$ cat config.mk
export PLATFORM = sky130hd
export DESIGN_NAME = spi_mstr_ctl
export DESIGN_NICKNAME = d
export VERILOG_FILES = /design/src/rtl/spi_mstr_pkg.sv /design/src/rtl/spi_mstr_regs.sv /design/src/rtl/spi_mstr_sckgen.sv /design/src/rtl/spi_mstr_shift.sv /design/src/rtl/spi_mstr_csdec.sv /design/src/rtl/spi_mstr_ctl.sv
export SDC_FILE = /design/constraint.sdc
export NUM_CORES = 1
export LEC_CHECK = 0
export ABC_AREA = 1
export ABC_CLOCK_PERIOD_IN_PS = 9150
export BUFFER_PORTS_ARGS = -buffer_cell sky130_fd_sc_hd__buf_2
export CAP_MARGIN = 20
export CORE_UTILIZATION = 55
export CTS_CLUSTER_DIAMETER = 100
export DETAILED_ROUTE_END_ITERATION = 10
export PLACE_DENSITY = 0.74
export RECOVER_POWER = 25
export SKIP_LAST_GASP = 1
export SYNTH_ARGS = -nofsm -noshare
export SYNTH_HDL_FRONTEND = slang
export SYNTH_SLANG_ARGS = --single-unit
$ cat constraint.sdc
create_clock -name clk -period 9.15 [get_ports clk]
set_clock_uncertainty 0.15 [all_clocks]
set_input_delay 1.3725 -clock clk [delete_from_list [all_inputs] [get_ports clk]]
set_output_delay 1.3725 -clock clk [all_outputs]
set_load 0.005 [all_outputs]
$ cat src/rtl/spi_mstr_pkg.sv
package spi_mstr_pkg;

  localparam int WORD_W = 32;
  localparam int LEN_W  = 6;

  localparam logic [2:0] IDX_CTL  = 3'd0;
  localparam logic [2:0] IDX_STAT = 3'd1;
  localparam logic [2:0] IDX_QCTL = 3'd2;
  localparam logic [2:0] IDX_TX   = 3'd3;
  localparam logic [2:0] IDX_RX   = 3'd4;

  localparam logic [WORD_W-1:0] CTL_MASK = 32'h07FF_F1FF;

  typedef enum logic [1:0] {
    XM_DUPLEX = 2'd0,
    XM_RXONLY = 2'd1,
    XM_TXONLY = 2'd2,
    XM_SPARE  = 2'd3
  } xmode_e;

  typedef struct packed {
    logic       ena;
    logic       q_en;
    logic [6:0] wcount;
    logic [3:0] sel;
    xmode_e     mode;
    logic [4:0] len_m1;
    logic       tx_en;
    logic       sel_pol;
    logic       ck_pol;
    logic       ck_pha;
  } ctl_t;

  function automatic ctl_t ctl_unpack(input logic [WORD_W-1:0] r);
    ctl_t c;
    c.ck_pha  = r[0];
    c.ck_pol  = r[1];
    c.sel_pol = r[2];
    c.tx_en   = r[3];
    c.len_m1  = r[8:4];
    c.mode    = xmode_e'(r[13:12]);
    c.sel     = r[17:14];
    c.wcount  = r[24:18];
    c.q_en    = r[25];
    c.ena     = r[26];
    return c;
  endfunction

  function automatic logic [WORD_W-1:0] ctl_pack(input ctl_t c);
    logic [WORD_W-1:0] r;
    r        = '0;
    r[0]     = c.ck_pha;
    r[1]     = c.ck_pol;
    r[2]     = c.sel_pol;
    r[3]     = c.tx_en;
    r[8:4]   = c.len_m1;
    r[13:12] = c.mode;
    r[17:14] = c.sel;
    r[24:18] = c.wcount;
    r[25]    = c.q_en;
    r[26]    = c.ena;
    return r;
  endfunction

  function automatic logic [LEN_W-1:0] eff_len(input logic [4:0] m1);
    logic [LEN_W-1:0] v;
    v = {1'b0, m1} + 6'd1;
    return (v < 6'd4) ? 6'd4 : v;
  endfunction

  function automatic logic [WORD_W-1:0] len_mask(input logic [LEN_W-1:0] n);
    return {WORD_W{1'b1}} >> (6'd32 - n);
  endfunction

  function automatic logic [15:0] half_ticks(input logic [3:0] e);
    logic [3:0] k;
    k = (e == 4'd0) ? 4'd1 : e;
    return 16'd1 << (k - 4'd1);
  endfunction

  function automatic logic [7:0] stat_pack(input logic rx_av, input logic idle);
    return {1'b0, ~rx_av, 1'b0, 1'b1, 1'b0, idle, idle, rx_av};
  endfunction

endpackage

$ cat src/rtl/spi_mstr_regs.sv
module spi_mstr_regs
  import spi_mstr_pkg::*;
#(
  parameter int AW = 6
) (
  input  logic              clk,
  input  logic              rst_n,
  input  logic              bus_wr,
  input  logic              bus_rd,
  input  logic [AW-1:0]     bus_addr,
  input  logic [WORD_W-1:0] bus_wdata,
  output logic [WORD_W-1:0] bus_rdata,
  input  logic              busy,
  input  logic              rx_av,
  input  logic [WORD_W-1:0] rx_word,
  output logic              ena,
  output logic [3:0]        sel,
  output logic              sel_pol,
  output logic              ck_pol,
  output logic              ck_pha,
  output xmode_e            mode,
  output logic [4:0]        len_m1,
  output logic              tx_push,
  output logic [WORD_W-1:0] tx_word,
  output logic              rx_pop
);
  localparam int IW = AW - 3;

  ctl_t ctl_q;
  logic qstart_q;

  logic          aligned;
  logic [IW-1:0] idx;
  logic          hit_ctl, hit_stat, hit_q, hit_tx, hit_rx;

  assign aligned  = (bus_addr[2:0] == 3'b000);
  assign idx      = bus_addr[AW-1:3];
  assign hit_ctl  = aligned && (idx == IW'(IDX_CTL));
  assign hit_stat = aligned && (idx == IW'(IDX_STAT));
  assign hit_q    = aligned && (idx == IW'(IDX_QCTL));
  assign hit_tx   = aligned && (idx == IW'(IDX_TX));
  assign hit_rx   = aligned && (idx == IW'(IDX_RX));

  always_ff @(posedge clk or negedge rst_n) begin
    if (!rst_n) begin
      ctl_q    <= ctl_t'('0);
      qstart_q <= 1'b0;
    end else if (bus_wr) begin
      if (hit_ctl) ctl_q    <= ctl_unpack(bus_wdata);
      if (hit_q)   qstart_q <= bus_wdata[0];
    end
  end

  always_comb begin
    bus_rdata = '0;
    if (hit_ctl)  bus_rdata = ctl_pack(ctl_q);
    if (hit_stat) bus_rdata = {24'd0, stat_pack(rx_av, ~busy)};
    if (hit_q)    bus_rdata = {31'd0, qstart_q};
    if (hit_rx)   bus_rdata = rx_word;
  end

  assign ena     = ctl_q.ena;
  assign sel     = ctl_q.sel;
  assign sel_pol = ctl_q.sel_pol;
  assign ck_pol  = ctl_q.ck_pol;
  assign ck_pha  = ctl_q.ck_pha;
  assign mode    = ctl_q.mode;
  assign len_m1  = ctl_q.len_m1;
  assign tx_push = bus_wr && hit_tx;
  assign tx_word = bus_wdata;
  assign rx_pop  = bus_rd && hit_rx;

  AST_CTL_HOLD: assert property (@(posedge clk) disable iff (!rst_n)
    !(bus_wr && hit_ctl) |=> $stable(ctl_q));

endmodule

$ cat src/rtl/spi_mstr_sckgen.sv
module spi_mstr_sckgen #(
  parameter int CW = 16
) (
  input  logic          clk,
  input  logic          rst_n,
  input  logic          run,
  input  logic [CW-1:0] half,
  output logic          tick
);
  logic [CW-1:0] cnt_q;
  logic          wrap;

  assign wrap = (cnt_q == half - CW'(1));
  assign tick = run && wrap;

  always_ff @(posedge clk or negedge rst_n) begin
    if (!rst_n)       cnt_q <= '0;
    else if (!run)    cnt_q <= '0;
    else if (wrap)    cnt_q <= '0;
    else              cnt_q <= cnt_q + CW'(1);
  end

  AST_CNT_BOUND: assert property (@(posedge clk) disable iff (!rst_n)
    run |-> (cnt_q < half));

endmodule

$ cat src/rtl/spi_mstr_shift.sv
module spi_mstr_shift
  import spi_mstr_pkg::*;
(
  input  logic              clk,
  input  logic              rst_n,
  input  logic              start,
  input  logic              abort,
  input  logic              tick,
  input  logic [4:0]        len_m1,
  input  logic              ck_pha,
  input  logic              ck_pol,
  input  xmode_e            mode,
  input  logic [WORD_W-1:0] tx_word,
  input  logic              miso,
  output logic              busy,
  output logic              sck,
  output logic              mosi,
  output logic              keep_rx,
  output logic [WORD_W-1:0] rx_bits
);
  localparam int EW = LEN_W + 1;

  logic [LEN_W-1:0]  len_q;
  logic [EW-1:0]     edge_q;
  logic              pha_q, pol_q, busy_q, sck_q, done_q;
  xmode_e            mode_q;
  logic [WORD_W-1:0] tx_sh, rx_sh;

  logic [LEN_W-1:0] wlen;
  logic             lead, sample_now, last_edge;

  assign wlen       = eff_len(len_m1);
  assign lead       = ~edge_q[0];
  assign sample_now = lead ^ pha_q;
  assign last_edge  = (edge_q == {len_q, 1'b0} - EW'(1));

  always_ff @(posedge clk or negedge rst_n) begin
    if (!rst_n) begin
      len_q  <= '0;
      edge_q <= '0;
      pha_q  <= 1'b0;
      pol_q  <= 1'b0;
      busy_q <= 1'b0;
      sck_q  <= 1'b0;
      done_q <= 1'b0;
      mode_q <= XM_DUPLEX;
      tx_sh  <= '0;
      rx_sh  <= '0;
    end else begin
      done_q <= 1'b0;
      if (abort) begin
        busy_q <= 1'b0;
        sck_q  <= pol_q;
        edge_q <= '0;
      end else if (start) begin
        busy_q <= 1'b1;
        len_q  <= wlen;
        pha_q  <= ck_pha;
        pol_q  <= ck_pol;
        mode_q <= mode;
        sck_q  <= ck_pol;
        edge_q <= '0;
        rx_sh  <= '0;
        tx_sh  <= (mode == XM_RXONLY) ? '0 : (tx_word << (6'd32 - wlen));
      end else if (busy_q && tick) begin
        sck_q  <= ~sck_q;
        edge_q <= edge_q + EW'(1);
        if (sample_now)           rx_sh <= {rx_sh[WORD_W-2:0], miso};
        else if (edge_q != '0)    tx_sh <= tx_sh << 1;
        if (last_edge) begin
          busy_q <= 1'b0;
          done_q <= 1'b1;
        end
      end
    end
  end

  assign busy    = busy_q;
  assign sck     = busy_q ? sck_q : ck_pol;
  assign mosi    = tx_sh[WORD_W-1];
  assign keep_rx = done_q && (mode_q != XM_TXONLY);
  assign rx_bits = rx_sh & len_mask(len_q);

  AST_EDGE_BOUND: assert property (@(posedge clk) disable iff (!rst_n)
    busy_q |-> (edge_q < {len_q, 1'b0}));
  AST_SCK_PARK: assert property (@(posedge clk) disable iff (!rst_n)
    $fell(busy_q) |-> (sck_q == pol_q));
  AST_RXONLY_QUIET: assert property (@(posedge clk) disable iff (!rst_n)
    (busy_q && mode_q == XM_RXONLY) |-> !mosi);

endmodule

$ cat src/rtl/spi_mstr_csdec.sv
module spi_mstr_csdec #(
  parameter int NCS = 4
) (
  input  logic           clk,
  input  logic           rst_n,
  input  logic           ena,
  input  logic [3:0]     sel,
  input  logic           sel_pol,
  output logic [NCS-1:0] lines
);
  logic [NCS-1:0] act;

  for (genvar i = 0; i < NCS; i++) begin : g_line
    assign act[i]   = ena && (sel == 4'(i));
    assign lines[i] = act[i] ? sel_pol : ~sel_pol;
  end

  AST_CS_SINGLE: assert property (@(posedge clk) disable iff (!rst_n)
    $onehot0(lines ^ {NCS{~sel_pol}}));
  AST_CS_OFF: assert property (@(posedge clk) disable iff (!rst_n)
    !ena |-> (lines == {NCS{~sel_pol}}));

endmodule

$ cat src/rtl/spi_mstr_ctl.sv
module spi_mstr_ctl
  import spi_mstr_pkg::*;
#(
  parameter int NCS = 4,
  parameter int AW  = 6,
  parameter int CW  = 16
) (
  input  logic              clk,
  input  logic              rst_n,
  input  logic              bus_wr,
  input  logic              bus_rd,
  input  logic [AW-1:0]     bus_addr,
  input  logic [WORD_W-1:0] bus_wdata,
  output logic [WORD_W-1:0] bus_rdata,
  input  logic [3:0]        div_exp,
  output logic              sck,
  output logic              mosi,
  input  logic              miso,
  output logic [NCS-1:0]    spi_cs
);
  logic              ena, sel_pol, ck_pol, ck_pha;
  logic [3:0]        sel;
  xmode_e            mode;
  logic [4:0]        len_m1;
  logic              tx_push, rx_pop, busy, tick, keep_rx;
  logic [WORD_W-1:0] tx_word, rx_bits;
  logic [WORD_W-1:0] rx_q;
  logic              rx_av_q;
  logic              start, abort;
  logic [CW-1:0]     half;

  assign start = tx_push && ena && !busy;
  assign abort = !ena && busy;
  assign half  = CW'(half_ticks(div_exp));

  spi_mstr_regs #(.AW(AW)) u_regs (
    .clk(clk), .rst_n(rst_n),
    .bus_wr(bus_wr), .bus_rd(bus_rd), .bus_addr(bus_addr),
    .bus_wdata(bus_wdata), .bus_rdata(bus_rdata),
    .busy(busy), .rx_av(rx_av_q), .rx_word(rx_q),
    .ena(ena), .sel(sel), .sel_pol(sel_pol), .ck_pol(ck_pol), .ck_pha(ck_pha),
    .mode(mode), .len_m1(len_m1),
    .tx_push(tx_push), .tx_word(tx_word), .rx_pop(rx_pop)
  );

  spi_mstr_sckgen #(.CW(CW)) u_sckgen (
    .clk(clk), .rst_n(rst_n), .run(busy), .half(half), .tick(tick)
  );

  spi_mstr_shift u_shift (
    .clk(clk), .rst_n(rst_n), .start(start), .abort(abort), .tick(tick),
    .len_m1(len_m1), .ck_pha(ck_pha), .ck_pol(ck_pol), .mode(mode),
    .tx_word(tx_word), .miso(miso),
    .busy(busy), .sck(sck), .mosi(mosi), .keep_rx(keep_rx), .rx_bits(rx_bits)
  );

  spi_mstr_csdec #(.NCS(NCS)) u_csdec (
    .clk(clk), .rst_n(rst_n), .ena(ena), .sel(sel), .sel_pol(sel_pol), .lines(spi_cs)
  );

  always_ff @(posedge clk or negedge rst_n) begin
    if (!rst_n) begin
      rx_q    <= '0;
      rx_av_q <= 1'b0;
    end else if (keep_rx) begin
      rx_q    <= rx_bits;
      rx_av_q <= 1'b1;
    end else if (rx_pop) begin
      rx_av_q <= 1'b0;
    end
  end

  AST_START_BUSY: assert property (@(posedge clk) disable iff (!rst_n)
    start |=> busy);
  AST_ABORT_IDLE: assert property (@(posedge clk) disable iff (!rst_n)
    !ena |=> !busy);
  AST_RX_CLEAR: assert property (@(posedge clk) disable iff (!rst_n)
    (rx_pop && !keep_rx) |=> !rx_av_q);
  AST_DROP_BUSY: assert property (@(posedge clk) disable iff (!rst_n)
    (tx_push && busy && ena) |=> busy);

endmodule

==> results.txt <==
* Placer congestion estimate: 0.967
- Static timing analysis puts the maximum clock frequency at 179 MHz.
- Summed over all failing endpoints, the final setup total negative slack is 0 ns.
- In this run, synthesis produced a sequential element count of 158.
* DRC violation total after the first TritonRoute iteration: just over 1000
- The clock drives 158 sinks.
* Dominant register cell in the synthesized netlist: dfrtp_1
- Number of synthesized flops with an enable pin: 0
* Synthesis Warnings: 0
- Fin crit share: between 60% and 70%
* Library cells used by synthesis: 44
- Critical path class: reg2reg
* Hold Path Origin: u_shift.tx_sh[0]
- Cell depth of the worst min-delay path: 2
- RR Startpoint: u_regs.len_m1[0]
- Pwr Density: 178 mW/mm^2
- The flow ran to the end, but the final reports show violations.
* Detailed-router iteration count before antenna repair: 6
- Detail-routed net length per standard cell: 16.5 um
- The final reports fail on capacitance limit, slew limit.
- The detail route stage leaves a number of antenna-violating nets equal to 0.
* Share of flip-flops with an asynchronous set or reset after synthesis: 100%
* Chip height: 140 um
- Row generation in the floorplan step produced 50 rows.
- Global-route wire length before repair: 48.5 mm
- Post-DP HPWL: 20.6 mm
- Minimum clock period after layout: ~5.6 ns
* Via count: 10287
* Fin area: 0.0115 sq mm
- Headroom to the max-slew limit came out at -195%.
* Remaining design rule violation count: 0
* Number of buffers added for setup after CTS: 0
* Cell Area, Synth: around 0.010 sq mm
- Hold Crit Endpoint: u_shift.tx_sh[0]
* Root Buffer Master: clkbuf_16
- 85 I/O pins were placed.
- Clock transition at the register clock pins on the worst setup and hold paths after CTS: 0.07 ns
* Max-Cap Viols: 1
* Pwr Total: 2.05 mW
- Max Root-Sink Buffers: 2
- Critical path startpoint category: register
* Arrival time worst endpoint: roughly 5.8 ns
- Number of diodes added for antenna fixing: 0
- Net count after synthesis: 1540
- Number of failing setup endpoints in the final timing report: 0
- Worst setup EP type: register
- The number of endpoints with negative hold slack in the final report was 0.
* Max-slew violation total from the final report: 85
* Mean number of vias per cell: 5.84
* Post-CTS resize count: 0
- Internal reg-to-reg setup slack: 3.56 ns
- Slack of the critical path: ~3.6 ns
- Starting utilization of the core area: 56.1%
- The clock reaches the later pin of the worst-skew pair after 0.43 ns.
- Capture point of the worst reg-to-reg path: u_shift.tx_sh[27]
- Overflow left after global routing: 0
- Global routing usage summed across all routing layers: 30.8%
- Via count of the first global-routing pass: around 9700
* Core Footprint: 0.0187 sq mm
- TritonCTS built the clock tree.
* Path type of the worst min-delay path: reg2reg
- The number of hold buffers added after CTS was 0.
- Port Buffer Count: 84
- Leak Pwr: between 5 and 6 nW
* Cells on worst reg2reg path: 16
* Post-Place Worst Slack: 3.33 ns
- Number of antenna violations at the first check in global routing: 0
- The library cell used most frequently in the layout, excluding fill and tap cells, is nand2_1.
- After detailed placement, the total cell area comes to 0.0109 sq mm.
* # placed instances: 1727
* Worst Tran Pin Value: 4.43 ns
- Pin count of the biggest net entering global routing: between 80 and 90
- Sequential elements use a little under two fifths of the synthesized area.
* Required arrival time at the worst endpoint: between 9 and 10 ns
- RSZ-0062 raised after global routing: no
- Width of the chip: about 140 um
* Maximum level of the CTS H-tree: 4
- A synthesized cell averages around 7.1 sq um.
- Top library cells by usage in the layout, fill and taps aside: nand2_1 (404), nand3_1 (286), dfrtp_1 (158), inv_1 (136), buf_2 (83)
- The die covers 0.0196 sq mm.
- Gate count after technology mapping: 1481
- Area growth from synthesis to final layout: 10.1%
- Number of nets in the layout: around 1600
* Highest ir drop seen on vdd: 0.132 mV
- Cells with a size suffix above 1 make up roughly an eighth of the layout.
- Wires add up to 29.0 mm.
- TritonCTS created 17 clock buffers.
* Max FO, Critical Path: 34
* Number of non-filler instances in the completed layout: 1761
-- logic make-up (layout without fill, tap and decap cells) --
family	Yosys count	in the layout	synth area share, %
buf+inv	223	269	8.65
flops	158	158	37.7
xor+xnor	36	36	3.01
fa+ha+maj	12	12	1.43
compound gates	174	174	10.3
mux	12	12	1.29
simple gates	866	866	37.6
-- through the flow --
| stage | hold WS (ns) | utilization (%) |
|---|---|---|
| floorplan | 0.292 | - |
| global placement | 0.305 | 58.3 |
| detailed placement | 0.309 | 58.3 |
| CTS | 0.326 | 61.5 |
| global route | 0.341 | 61.7 |
| finish | 0.323 | 61.7 |
-- Yosys cell counts (11+ instances only) --
cell type | instances | area share (%)
nand4_1 | 49 | 2.9
clkbuf_1 | 56 | 2.0
o2111ai_1 | 13 | 1.1
o21ai_2 | 24 | 2.0
nor3_1 | 26 | 1.2
nand2_1 | 405 | 14
dfrtp_1 | 158 | 38
o21ai_0 | 58 | 2.8
ha_1 | 12 | 1.4
o21ai_1 | 14 | 0.67
nand3_1 | 286 | 14
nor2_1 | 69 | 2.5
o22ai_1 | 33 | 2.0
a21oi_1 | 21 | 1.0
inv_1 | 136 | 4.9
buf_2 | 11 | 0.52
xor2_1 | 34 | 2.8
mux2_2 | 12 | 1.3
-- worst max-delay path, cell delays in order (launching register included) --
cell	delay, ns
dfrtp_1	0.41
ha_1	0.25
nand3_1	0.09
nand2_1	0.06
nand2_1	0.08
nor2_1	0.06
nand2_1	0.77
nand2_1	0.65
ha_1	1.17
inv_1	0.72
nand3_1	0.31
nand3_1	0.14
nand3_1	0.14
nand3_1	0.11
nand3_1	0.17
nand4_1	0.12
nand2_1	0.13
-- state kept, by name (all words and copies together), names as in the netlist, 2 cells and up --
name            flops
u_regs.ctl_q        9
u_shift.tx_sh      32
u_regs.sel          4
u_regs.len_m1       5
u_shift.edge_q      7
u_shift.rx_sh      32
rx_q               32
u_regs.mode         2
u_shift.len_q       6
u_sckgen.cnt_q     16
u_shift.mode_q      2
-- per-layer routing --
metal | routed length, um | GRT usage (%) | vias up
li1 | - | - | 5039
met4 | 767 | 10.1 | 0
met2 | 13500 | 49.0 | 380
met1 | 12800 | 41.7 | 4798
met3 | 1980 | 6.91 | 70
met5 | 0 | 0 | -
-- worst max-delay path by stage --
stage,cells past startpoint,endpoint,startpoint
2_1_floorplan,20,u_shift.tx_sh[31],div_exp[2]
3_3_place_gp,20,u_shift.tx_sh[15],div_exp[2]
3_5_place_dp,20,u_shift.tx_sh[4],div_exp[2]
4_1_cts,16,u_shift.tx_sh[27],u_regs.len_m1[0]
5_1_grt,2,u_regs.mode[1],rst_n
6_report,16,u_shift.tx_sh[27],u_regs.len_m1[0]
-- final cells by class --
class / count / area (sq um)
fill: 1674 / 7160
clock buffer: 18 / 439
multi-input combinational: 1100 / 5630
clock inverter: 14 / 165
timing repair buffer: 96 / 537
sequential: 158 / 3950
tap: 234 / 293
inverter: 141 / 529
-- report_power, final --
group          internal, mW  leakage, nW  switching, mW  total [mW]
Sequential            0.716         2.16         0.0176       0.734
Combinational         0.174         3.24          0.409       0.584
Clock                 0.399        0.296          0.334       0.733
Note: power is estimated with default switching activity, not from simulation.
